==> src/rtl/evt_tmr_pkg.sv <==
package evt_tmr_pkg;

    localparam int TMR_W = 16;

    typedef struct packed {
        logic [TMR_W-1:0] cnt;
        logic             busy;
        logic             done;
    } tmr_state_t;

endpackage

==> src/rtl/evt_arm_map.sv <==
module evt_arm_map #(
    parameter int N_TX = 2,
    parameter int N_RX = 2,
    localparam int N = N_TX + N_RX
) (
    input  logic         tx_end,
    input  logic         rx_end,
    output logic [N-1:0] arm
);

    for (genvar i = 0; i < N; i++) begin : g_map
        if (i < N_TX) begin : g_tx
            assign arm[i] = tx_end;
        end else begin : g_rx
            assign arm[i] = rx_end;
        end
    end

endmodule

==> src/rtl/evt_timer_chan.sv <==
module evt_timer_chan
    import evt_tmr_pkg::*;
(
    input  logic             clk,
    input  logic             rst_n,
    input  logic             tick,
    input  logic             arm,
    input  logic             en,
    input  logic             clr,
    input  logic [TMR_W-1:0] limit,
    output logic             done,
    output logic             busy
);

    tmr_state_t st_d, st_q;
    logic [TMR_W:0] inc;

    always_comb begin
        st_d = st_q;
        inc  = {1'b0, st_q.cnt} + {{TMR_W{1'b0}}, 1'b1};
        if (clr) begin
            st_d.done = 1'b0;
        end
        if (!en) begin
            st_d.busy = 1'b0;
            st_d.cnt  = '0;
        end else if (arm) begin
            st_d.cnt  = '0;
            st_d.busy = (limit != '0);
            st_d.done = (limit == '0);
        end else if (st_q.busy && tick) begin
            st_d.cnt = inc[TMR_W-1:0];
            if (inc >= {1'b0, limit}) begin
                st_d.busy = 1'b0;
                st_d.done = 1'b1;
            end
        end
    end

    always_ff @(posedge clk or negedge rst_n) begin
        if (!rst_n) begin
            st_q <= '0;
        end else begin
            st_q <= st_d;
        end
    end

    assign done = st_q.done;
    assign busy = st_q.busy;

    p_no_dual_r3: assert property (@(posedge clk) disable iff (!rst_n)
        !(st_q.done && st_q.busy));

    p_tick_only_r4: assert property (@(posedge clk) disable iff (!rst_n)
        (st_q.busy && en && !arm && !tick) |=> ($stable(st_q.cnt) && st_q.busy));

    p_restart_r5: assert property (@(posedge clk) disable iff (!rst_n)
        (arm && en && limit != '0) |=> (st_q.busy && !st_q.done && st_q.cnt == '0));

    p_cancel_r6: assert property (@(posedge clk) disable iff (!rst_n)
        !en |=> !st_q.busy);

    p_done_hold_r7: assert property (@(posedge clk) disable iff (!rst_n)
        (st_q.done && !clr && !(arm && en)) |=> st_q.done);

    p_zero_done_r8: assert property (@(posedge clk) disable iff (!rst_n)
        (arm && en && limit == '0) |=> (st_q.done && !st_q.busy));

endmodule

==> src/rtl/evt_interval_bank.sv <==
module evt_interval_bank
    import evt_tmr_pkg::*;
#(
    parameter int N_TX = 2,
    parameter int N_RX = 2,
    localparam int N = N_TX + N_RX
) (
    input  logic             clk,
    input  logic             rst_n,
    input  logic             us_tick,
    input  logic             tx_end,
    input  logic             rx_end,
    input  logic [N*TMR_W-1:0] tmr_lim,
    input  logic [N-1:0]     tmr_en,
    input  logic [N-1:0]     tmr_clr,
    output logic [N-1:0]     tmr_done,
    output logic [N-1:0]     tmr_busy
);

    logic [N-1:0] arm;

    evt_arm_map #(.N_TX(N_TX), .N_RX(N_RX)) u_map (
        .tx_end (tx_end),
        .rx_end (rx_end),
        .arm    (arm)
    );

    for (genvar i = 0; i < N; i++) begin : g_chan
        evt_timer_chan u_chan (
            .clk   (clk),
            .rst_n (rst_n),
            .tick  (us_tick),
            .arm   (arm[i]),
            .en    (tmr_en[i]),
            .clr   (tmr_clr[i]),
            .limit (tmr_lim[i*TMR_W +: TMR_W]),
            .done  (tmr_done[i]),
            .busy  (tmr_busy[i])
        );
    end

    p_route_r2: assert property (@(posedge clk) disable iff (!rst_n)
        (tx_end && !rx_end && tmr_en == '1 && !tmr_busy[N-1] && !tmr_done[N-1])
            |=> (!tmr_busy[N-1] && !tmr_done[N-1]));

endmodule

==> config.mk <==
export PLATFORM = sky130hd
export DESIGN_NAME = evt_interval_bank
export DESIGN_NICKNAME = d
export VERILOG_FILES = /design/src/rtl/evt_tmr_pkg.sv /design/src/rtl/evt_arm_map.sv /design/src/rtl/evt_timer_chan.sv /design/src/rtl/evt_interval_bank.sv
export SDC_FILE = /design/constraint.sdc
export NUM_CORES = 1
export LEC_CHECK = 0
export ABC_AREA = 1
export CAP_MARGIN = 30
export CORE_MARGIN = 2
export CORE_UTILIZATION = 40
export CTS_CLUSTER_SIZE = 20
export DETAILED_ROUTE_END_ITERATION = 8
export DONT_BUFFER_PORTS = 1
export HOLD_SLACK_MARGIN = 0.03
export PLACE_DENSITY = 0.57
export SYNTH_ARGS = -nofsm -noshare
export SYNTH_HDL_FRONTEND = slang
export SYNTH_SLANG_ARGS = --single-unit
==> constraint.sdc <==
create_clock -name clk -period 3.4 [get_ports clk]
set_clock_uncertainty 0.1 [all_clocks]
set_input_delay 0.68 -clock clk [delete_from_list [all_inputs] [get_ports clk]]
set_output_delay 0.68 -clock clk [all_outputs]
set_load 0.1 [all_outputs]
* Word level (Yosys, flattened, before mapping)
Cells that the tools add are included.
** Cells by class
- $add $sub $neg :: 4
- $mul :: 0
- Divide/modulo/power cells :: 0
- Order comparisons :: 4
- Equal/unequal tests :: 8
- Shift operators :: 0
- Muxes and demuxes :: 24
- Bitwise gates (word level) :: 0
- Reduce and logical (&&, ||, !) cells :: 16
** Operator list (count)
- 18-bit two-way mux :: 8
- 16-bit by 1-bit adder with 17-bit output, second input constant :: 4
- 17-bit by 16-bit greater-or-equal comparator with 1-bit output :: 4
- 17-bit two-way mux :: 4
- 16-bit logical NOT :: 4
- 16-bit nonzero test :: 4
- 3-bit by 2-bit inequality test with 1-bit output, second input constant :: 8
- 1-bit two-way mux :: 8
- 2-bit two-way mux :: 4
- 2-bit AND reduction :: 4
- 1-bit logical AND :: 4
** Storage, ports and cells
- Flip-flop bits (word level) :: 72
- Bits in latches :: 0
- Memory bits (writable) :: 0
- Memory bits (read-only) :: 0
- Bits of input ports :: 77
- Output and inout bits :: 8
- Word-level logic and storage cells :: 68
- Memories kept :: 0

* Logic depth before layout (Yosys ltp)
Gate-level depths: netlist (run 1).
- Depth in word-level cells :: 6
- Mapped depth :: 23

* By module
Synthesis (run 1) repeated with hierarchy kept, for this count alone.
** Unflattened totals
- Cells, all modules :: 883
- Area, all modules :: 6206.0 µm²
** By module, submodules not included
- evt_timer_chan (g_chan[0].u_chan ...) :: instances 2, cells each 219, area each 1532.7 µm²
- evt_timer_chan (g_chan[1].u_chan) :: instances 1, cells each 223, area each 1565.3 µm²
- evt_timer_chan (g_chan[3].u_chan) :: instances 1, cells each 218, area each 1545.2 µm²
- evt_arm_map :: instances 1, cells each 4, area each 30.0 µm²

* Worst setup path after synthesis (run 1)
OpenSTA, ideal clock, no wires.
- Kind :: register to register
- From :: reg g_chan[2].u_chan.st_q[2] (netlist name)
- To :: reg g_chan[2].u_chan.st_q (netlist bit g_chan[2].u_chan.busy)
- Data arrival time :: 2.227 ns
- Data required time :: 3.183 ns
- Path slack :: 0.955 ns
- Cell stages (with the launch flop) :: 19
- Path buffers :: 0
- Cell sequence :: dfrtp_1 ha_1 nand2_1 nor2_2 nand2_2 nor2_4 nand2_1 xor2_1 inv_1 ha_1 nand2_1 nor3_1 nand3_1 nand2_1 nor2_1 nand2_1 nand2_1 nand3_1 nand2_1
** On the way
- Word-level cells in the longest chain between the ends :: 4
** RTL lines
- from (decl) :: RTL line evt_timer_chan.sv:15 : tmr_state_t st_d, st_q;
- from (signal assigned) :: RTL line evt_timer_chan.sv:44 : st_q <= st_d;
- 16-bit by 1-bit adder with 17-bit output :: RTL line evt_timer_chan.sv:20 : inc = {1'b0, st_q.cnt} + {{TMR_W{1'b0}}, 1'b1};
- 17-bit by 16-bit greater-or-equal comparator with 1-bit output :: RTL line evt_timer_chan.sv:33 : if (inc >= {1'b0, limit}) begin
- 3-bit by 2-bit inequality test with 1-bit output (no line)
- 2-bit AND reduction (no line)
No other way between the ends.
A chain may end at the register's enable or synchronous reset.

* Final worst setup path (run 1)
Ends and elaborated chain as after synthesis.

==> impl_metrics.tcl, run 1 <==
set metrics [dict create \
    core_area_um2 15800 \
    die_y_um 130 \
    cts_sinks 72 \
    clk_latency_ns 0.35 \
    slowest_stage "dfrtp_1" \
    ys_seq_area_frac 0.282 \
    cts_max_level 3 \
    drt-vias-per-instance 4.86 \
    synth_nets 1054 \
    finalHoldViolCount 0 \
    cp-start-kind "flip-flop" \
    cp.required_ns 3.53 \
    crit_type "reg2reg" \
    startpoint "g_chan[2].u_chan.st_q[2]" \
    synth.distinct_cells 39 \
    synthCells 909 \
    grt_pass1_wl_um 24400 \
    dr.pass1.iters 4 \
    rsz0062_at_grt "false" \
    cp.arrival_ns 2.97 \
    path_buf_inv 1 \
    path_depth 18 \
    path_cells "ha_1 > nand2_1 > nor2_2 > nand2_2 > nor2_4 > nand2_1 > xor2_1 > inv_1 > ha_1 > nand2_1 > nor3_1 > nand3_1 > nand2_1 > nor2_1 > nand2_1 > nand2_1 > nand3_1 > nand2_1" \
    ff2ff_path_depth 18 \
    fp.dieW_um 130 \
    synth-main-ff-cell "dfrtp_1" \
    first_global_vias 5132 \
    relSlewSlack 0.337 \
    syn_area_um2 6390 \
    port_buffers 0 \
    layout-drive-gt1-share 0.0894 \
    timing.fmax_ghz 0.353 \
    antenna_found_initial 0 \
    cp_max_fo 5 \
    layout_min_cycle_time_ns 2.83 \
    layout.nets 1057 \
    drt-total-wl_um 15100 \
    fin_crit_sh 0.833 \
    fill_cells 1721 \
    drv_slew 0 \
    antenna_cells 0 \
    finalSetupTns_ns 0 \
    ys_ff_latch 72 \
    reg2reg_to "g_chan[2].u_chan.busy" \
    power_density_nw_per_um2 315 \
    cp_common_cell "nand2_1" \
    wire_per_inst_um 13.3 \
    finalSetupViolCount 0 \
    syn_to_final_growth_pct 9.13 \
    status "finished clean" \
    finalWorstSetupSlack_ns 0.568 \
    hpwl_um 12200 \
    max-vdd-ir-drop_mv 0.269 \
    cts_tree "done" \
    syn_area_per_cell_um2 7.03 \
    cts_root_buffer "clkbuf_16" \
    vias 5503 \
    regToRegSetupSlack_ns 0.57 \
    cts_setup_buffers 0 \
    clk_pin_slew_ns 0.06 \
    cts_hold_buf 1 \
    gp_congestion 0.886 \
    r2r_start "g_chan[2].u_chan.st_q[2]" \
    grt_use_total 0.184 \
    hold_path.class "in2async" \
    dieArea_um2 17000 \
    crit_path_end_kind "flip-flop" \
    grt_start_max_net_pins 73 \
    ant_nets 0 \
    drt-initial-drc-count 291 \
    rows 46 \
    io_pins 85 \
    cts_max_path_buffers 2 \
    critical_path.endpoint "g_chan[2].u_chan.busy" \
    drcViolationCount 0 \
    cap_violations 0 \
    yosys_warnings 0 \
    async_reset_ff_frac 1.00 \
    grt-ovfl-total 0 \
    place_ws_ns 0.579 \
    start_util 0.405 \
    cts_buffers 9 \
    cts_resized 0 \
    cpPeakStageDelay_ns 0.44 \
    worst_pin_slew_ns 0.995 \
    synth-edff-count 0 \
    p_leak_nw 3.85 \
    cp_top_family "simple AND/OR/NAND/NOR gates" \
]
==> how the worst min path moves through the flow <==
stage	start	end	depth (start not counted)
floorplan	rst_n	g_chan[0].u_chan.busy	0
global placement	rst_n	g_chan[2].u_chan.st_q[16]	0
detailed placement	rst_n	g_chan[2].u_chan.st_q[16]	0
CTS	rst_n	g_chan[3].u_chan.st_q[15]	1
global route	rst_n	g_chan[2].u_chan.st_q[12]	1
finish	rst_n	g_chan[2].u_chan.st_q[10]	1
==> stage by stage <==
| stage | hold WS, ns | power, mW | std cells | utilization | area (um^2) |
|---|---|---|---|---|---|
| final | 0.109 | 2.20 | 1133 | 0.442 | 6970 |
| after detailed placement | 0.287 | 1.12 | 1116 | 0.419 | 6600 |
| after CTS | 0.141 | 2.23 | 1133 | 0.442 | 6970 |
| after floorplan | 0.284 | 1.08 | 909 | - | 6390 |
| after global placement | 0.287 | 1.12 | 1116 | 0.419 | 6600 |
| after global routing | 0.141 | 2.30 | 1133 | 0.442 | 6970 |
==> cell usage after synthesis, types with 13 or more instances <==
| master | instances | area (um^2) |
|---|---|---|
| a21oi_1 | 27 | 135 |
| dfrtp_1 | 72 | 1800 |
| ha_1 | 68 | 851 |
| inv_1 | 189 | 709 |
| nand2_1 | 234 | 878 |
| nand3_1 | 44 | 220 |
| nand4_1 | 19 | 119 |
| nor2_1 | 41 | 154 |
| nor2_2 | 13 | 81.3 |
| nor2_4 | 16 | 180 |
| nor4_1 | 19 | 119 |
| o21ai_0 | 18 | 90.1 |
| o22ai_1 | 30 | 188 |
| xor2_1 | 32 | 280 |
==> logic make-up after synthesis <==
logic type      Yosys count  share of synthesized area
fa+ha+maj                68                      0.133
simple gates            419                      0.309
flops                    72                      0.282
buf+inv                 214                      0.131
compound gates          101                     0.0928
xor+xnor                 35                     0.0515
==> placed cells by master, fill, tap and decap left out, types with 2 or more instances in the layout <==
cell / instances
clkinvlp_4: 2
buf_4: 3
inv_1: 189
nor2_2: 13
nand3_2: 4
nand2_2: 7
a21oi_1: 27
and2_1: 3
ha_1: 68
nor2_4: 16
o21ai_2: 3
o21ai_1: 12
o22ai_1: 30
nor4_1: 19
nand2_1: 234
o21bai_1: 2
nor2_1: 41
clkinv_1: 3
a21o_1: 4
nand4_1: 19
xor2_2: 3
nand3_1: 44
o21ai_0: 18
xor2_1: 32
bufinv_16: 2
clkbuf_8: 3
nand3b_1: 2
o21a_1: 2
clkbuf_16: 9
nor3_1: 11
inv_2: 10
dfrtp_1: 72
==> flip-flops by register name (all words and copies together) (netlist names) <==
name,cells
g_chan.u_chan.busy,4
g_chan.u_chan.done,4
g_chan.u_chan.st_q,64
==> cell type report <==
| class | count | area (um^2) | area share |
|---|---|---|---|
| clock inverter | 4 | 75.1 | 0.0108 |
| clock buffer | 12 | 267 | 0.0382 |
| sequential | 72 | 1800 | 0.258 |
| tap | 216 | 270 | 0.0388 |
| inverter | 202 | 758 | 0.109 |
| timing repair buffer | 4 | 50.0 | 0.00718 |
| multi-input combinational | 623 | 3750 | 0.538 |
==> worst reg2reg max path, cell delays in order, from the launching register on <==
cell	delay, ns
dfrtp_1	0.44
ha_1	0.21
nand2_1	0.07
nor2_2	0.19
nand2_2	0.12
nor2_4	0.12
nand2_1	0.07
xor2_1	0.21
inv_1	0.07
ha_1	0.29
nand2_1	0.09
nor3_1	0.28
nand3_1	0.12
nand2_1	0.08
nor2_1	0.04
nand2_1	0.05
nand2_1	0.06
nand3_1	0.07
nand2_1	0.05
==> power breakdown <==
group / internal (mW) / switching (mW)
clock network: 0.702 / 0.374
registers: 0.870 / 0.0466
logic: 0.0641 / 0.140
==> metal layers <==
metal  wire [um]  vias up  GRT usage  part of all wire
li1            -     2909          -                 -
met1        7690     2476      0.260              0.51
met2        6640      110      0.289              0.44
met3         614        8     0.0399             0.041
met4         155        0     0.0457             0.010
met5           0        -          0                 0
(Power assumes the default switching activity.)
==> run 2: changes to the inputs <==
clock period = 2.7 ns   (was 3.4 ns; I/O delays follow)
==> run 2 against run 1 <==
- wire length up 1.4%
- worst hold slack better by 0.15 ns
- sequential power grew 21%
- total power grew 15%
- via count increased by 0.25%
- cell count is 1.7% higher
- utilization up 2.3 points
- first-iteration DRC count decreased by 7.2%
- global-route usage increased by 0.098 points
- sequential share of layout area fell by 1.3 points
- die area did not move
- fmax increased by 7.2%
- critical path type unchanged
==> impl_metrics.tcl, run 2 (synthesized netlist as in run 1, its figures left out) <==
set metrics [dict create \
    instances_no_fill 1152 \
    dieArea_um2 17000 \
    finalSetupViolCount 0 \
    path_cells "ha_2 > nand2_2 > nor2_4 > nand3_4 > nor2_4 > nand4_1 > xor2_1 > inv_1 > ha_4 > a21oi_1 > nor2_1 > nor2_1 > nand2_1 > nor2_1 > nand3_1 > nand2_1 > nand2_1 > nand2_1 > nand2_1" \
    dpl.cell_count 1128 \
    syn_to_final_growth_pct 14.9 \
    layout.nets 1078 \
    grt-ovfl-total 0 \
    fin_crit_sh 0.978 \
    core_area_um2 15800 \
    cap_violations 0 \
    layout.cells.most_common "nand2_1" \
    cp_common_cell "nand2_1" \
    regMostFlops "g_chan.u_chan.st_q" \
    fill_cells 1674 \
    antenna_cells 0 \
    io_pins 85 \
    rows 46 \
    hpwl_um 12000 \
    cp_max_fo 5 \
    crit_path_end_kind "flip-flop" \
    timing.fmax_ghz 0.379 \
    cts_max_path_buffers 2 \
    ant_nets 0 \
    clk_latency_ns 0.34 \
    max-vdd-ir-drop_mv 0.280 \
    cts_root_buffer "clkbuf_16" \
    relSlewSlack 0.516 \
    finalSetupTns_ns 0 \
    wire_per_inst_um 13.3 \
    drt-initial-drc-count 270 \
    dr.pass1.iters 4 \
    layout-drive-gt1-share 0.154 \
    power_density_nw_per_um2 344 \
    gp_congestion 0.835 \
    vias 5517 \
    p_leak_nw 3.96 \
    rsz0062_at_grt "true" \
    antenna_found_initial 0 \
    cts_max_level 3 \
    hold_path.class "in2reg" \
    largest_register_ff_count 64 \
    port_buffers 0 \
    status "finished clean" \
    first_global_vias 5138 \
    cp.required_ns 2.83 \
    drt-total-wl_um 15300 \
    cts_buffers 9 \
    grt_start_max_net_pins 73 \
    crit_type "reg2reg" \
    grt_pass1_wl_um 24600 \
    fp.dieW_um 130 \
    cts_sinks 72 \
    worst_pin_slew_ns 0.719 \
    slowest_stage "dfrtp_1" \
    cts_tree "done" \
    start_util 0.405 \
    final_cell_mix "nand2_1, inv_1, dfrtp_1" \
    die_y_um 130 \
    regToRegSetupSlack_ns 0.06 \
    drt-vias-per-instance 4.79 \
    grt_use_total 0.185 \
    cp-start-kind "flip-flop" \
    drcViolationCount 0 \
    layout_min_cycle_time_ns 2.64 \
    cp.arrival_ns 2.77 \
    cpPeakStageDelay_ns 0.35 \
    drv_slew 0 \
    clk_pin_slew_ns 0.05 \
    finalHoldViolCount 0 \
]
run 2: cell type report:
type                       count  area [um^2]  area share
tap                          216          270      0.0368
sequential                    72         1800       0.245
clock buffer                  13          250      0.0341
timing repair buffer          25          214      0.0291
inverter                     202          758       0.103
clock inverter                 1         5.00    0.000682
multi-input combinational    623         4040       0.551
run 2: metal layers:
metal	wire (um)	vias up	share of wire	track usage
met5	0	-	0	0
met1	7630	2446	0.50	0.272
li1	-	2942	-	-
met3	643	18	0.042	0.0322
met4	244	0	0.016	0.0563
met2	6790	111	0.44	0.280
run 2: path summary, 6_finish.rpt:
path | startpoint | cells past startpoint | to
setup / recovery | g_chan[3].u_chan.st_q[3] | 19 | g_chan[3].u_chan.done
hold / removal | tmr_en[2] | 2 | g_chan[2].u_chan.busy
setup reg to reg | g_chan[3].u_chan.st_q[3] | 19 | g_chan[3].u_chan.done
hold reg to reg | g_chan[1].u_chan.st_q[13] | 2 | g_chan[1].u_chan.st_q[13]
max in group asynchronous | rst_n | 2 | g_chan[0].u_chan.st_q[7]
min in group asynchronous | rst_n | 2 | g_chan[2].u_chan.st_q[16]
run 2: where the power goes:
group | switching [mW] | internal, mW
sequential | 0.0128 | 1.10
clock | 0.433 | 0.636
combinational | 0.237 | 0.109
run 2: critical path, delay by kind of cell, from the launching register on:
family                     cells  cell delay (ns)
adders and majority gates      2             0.45
buffers and inverters          1             0.10
xor gates and xnor gates       1             0.22
DFF                            1             0.35
AOI/OAI and AO/OA              1             0.12
and+or+nand+nor               14             1.19
run 2: stage by stage:
stage                     setup WS, ns  hold WS [ns]  total power, mW  cell area, um^2   util
after floorplan                  0.255         0.144             1.37             6390      -
after global placement          0.0829         0.147             1.43             6690  0.424
after detailed placement        0.0522         0.147             1.43             6690  0.424
after CTS                       0.0350         0.244             2.55             6990  0.443
after global routing            -0.172         0.259             2.65             7340  0.465
final                           0.0595         0.256             2.52             7340  0.465
run 2: timing repair:
action                                 CTS  global route
resized for setup                        0            60
setup endpoints to repair                0             8
endpoints found under the hold margin   72             0
hold buffers                             2             0
setup buffers                            0             8
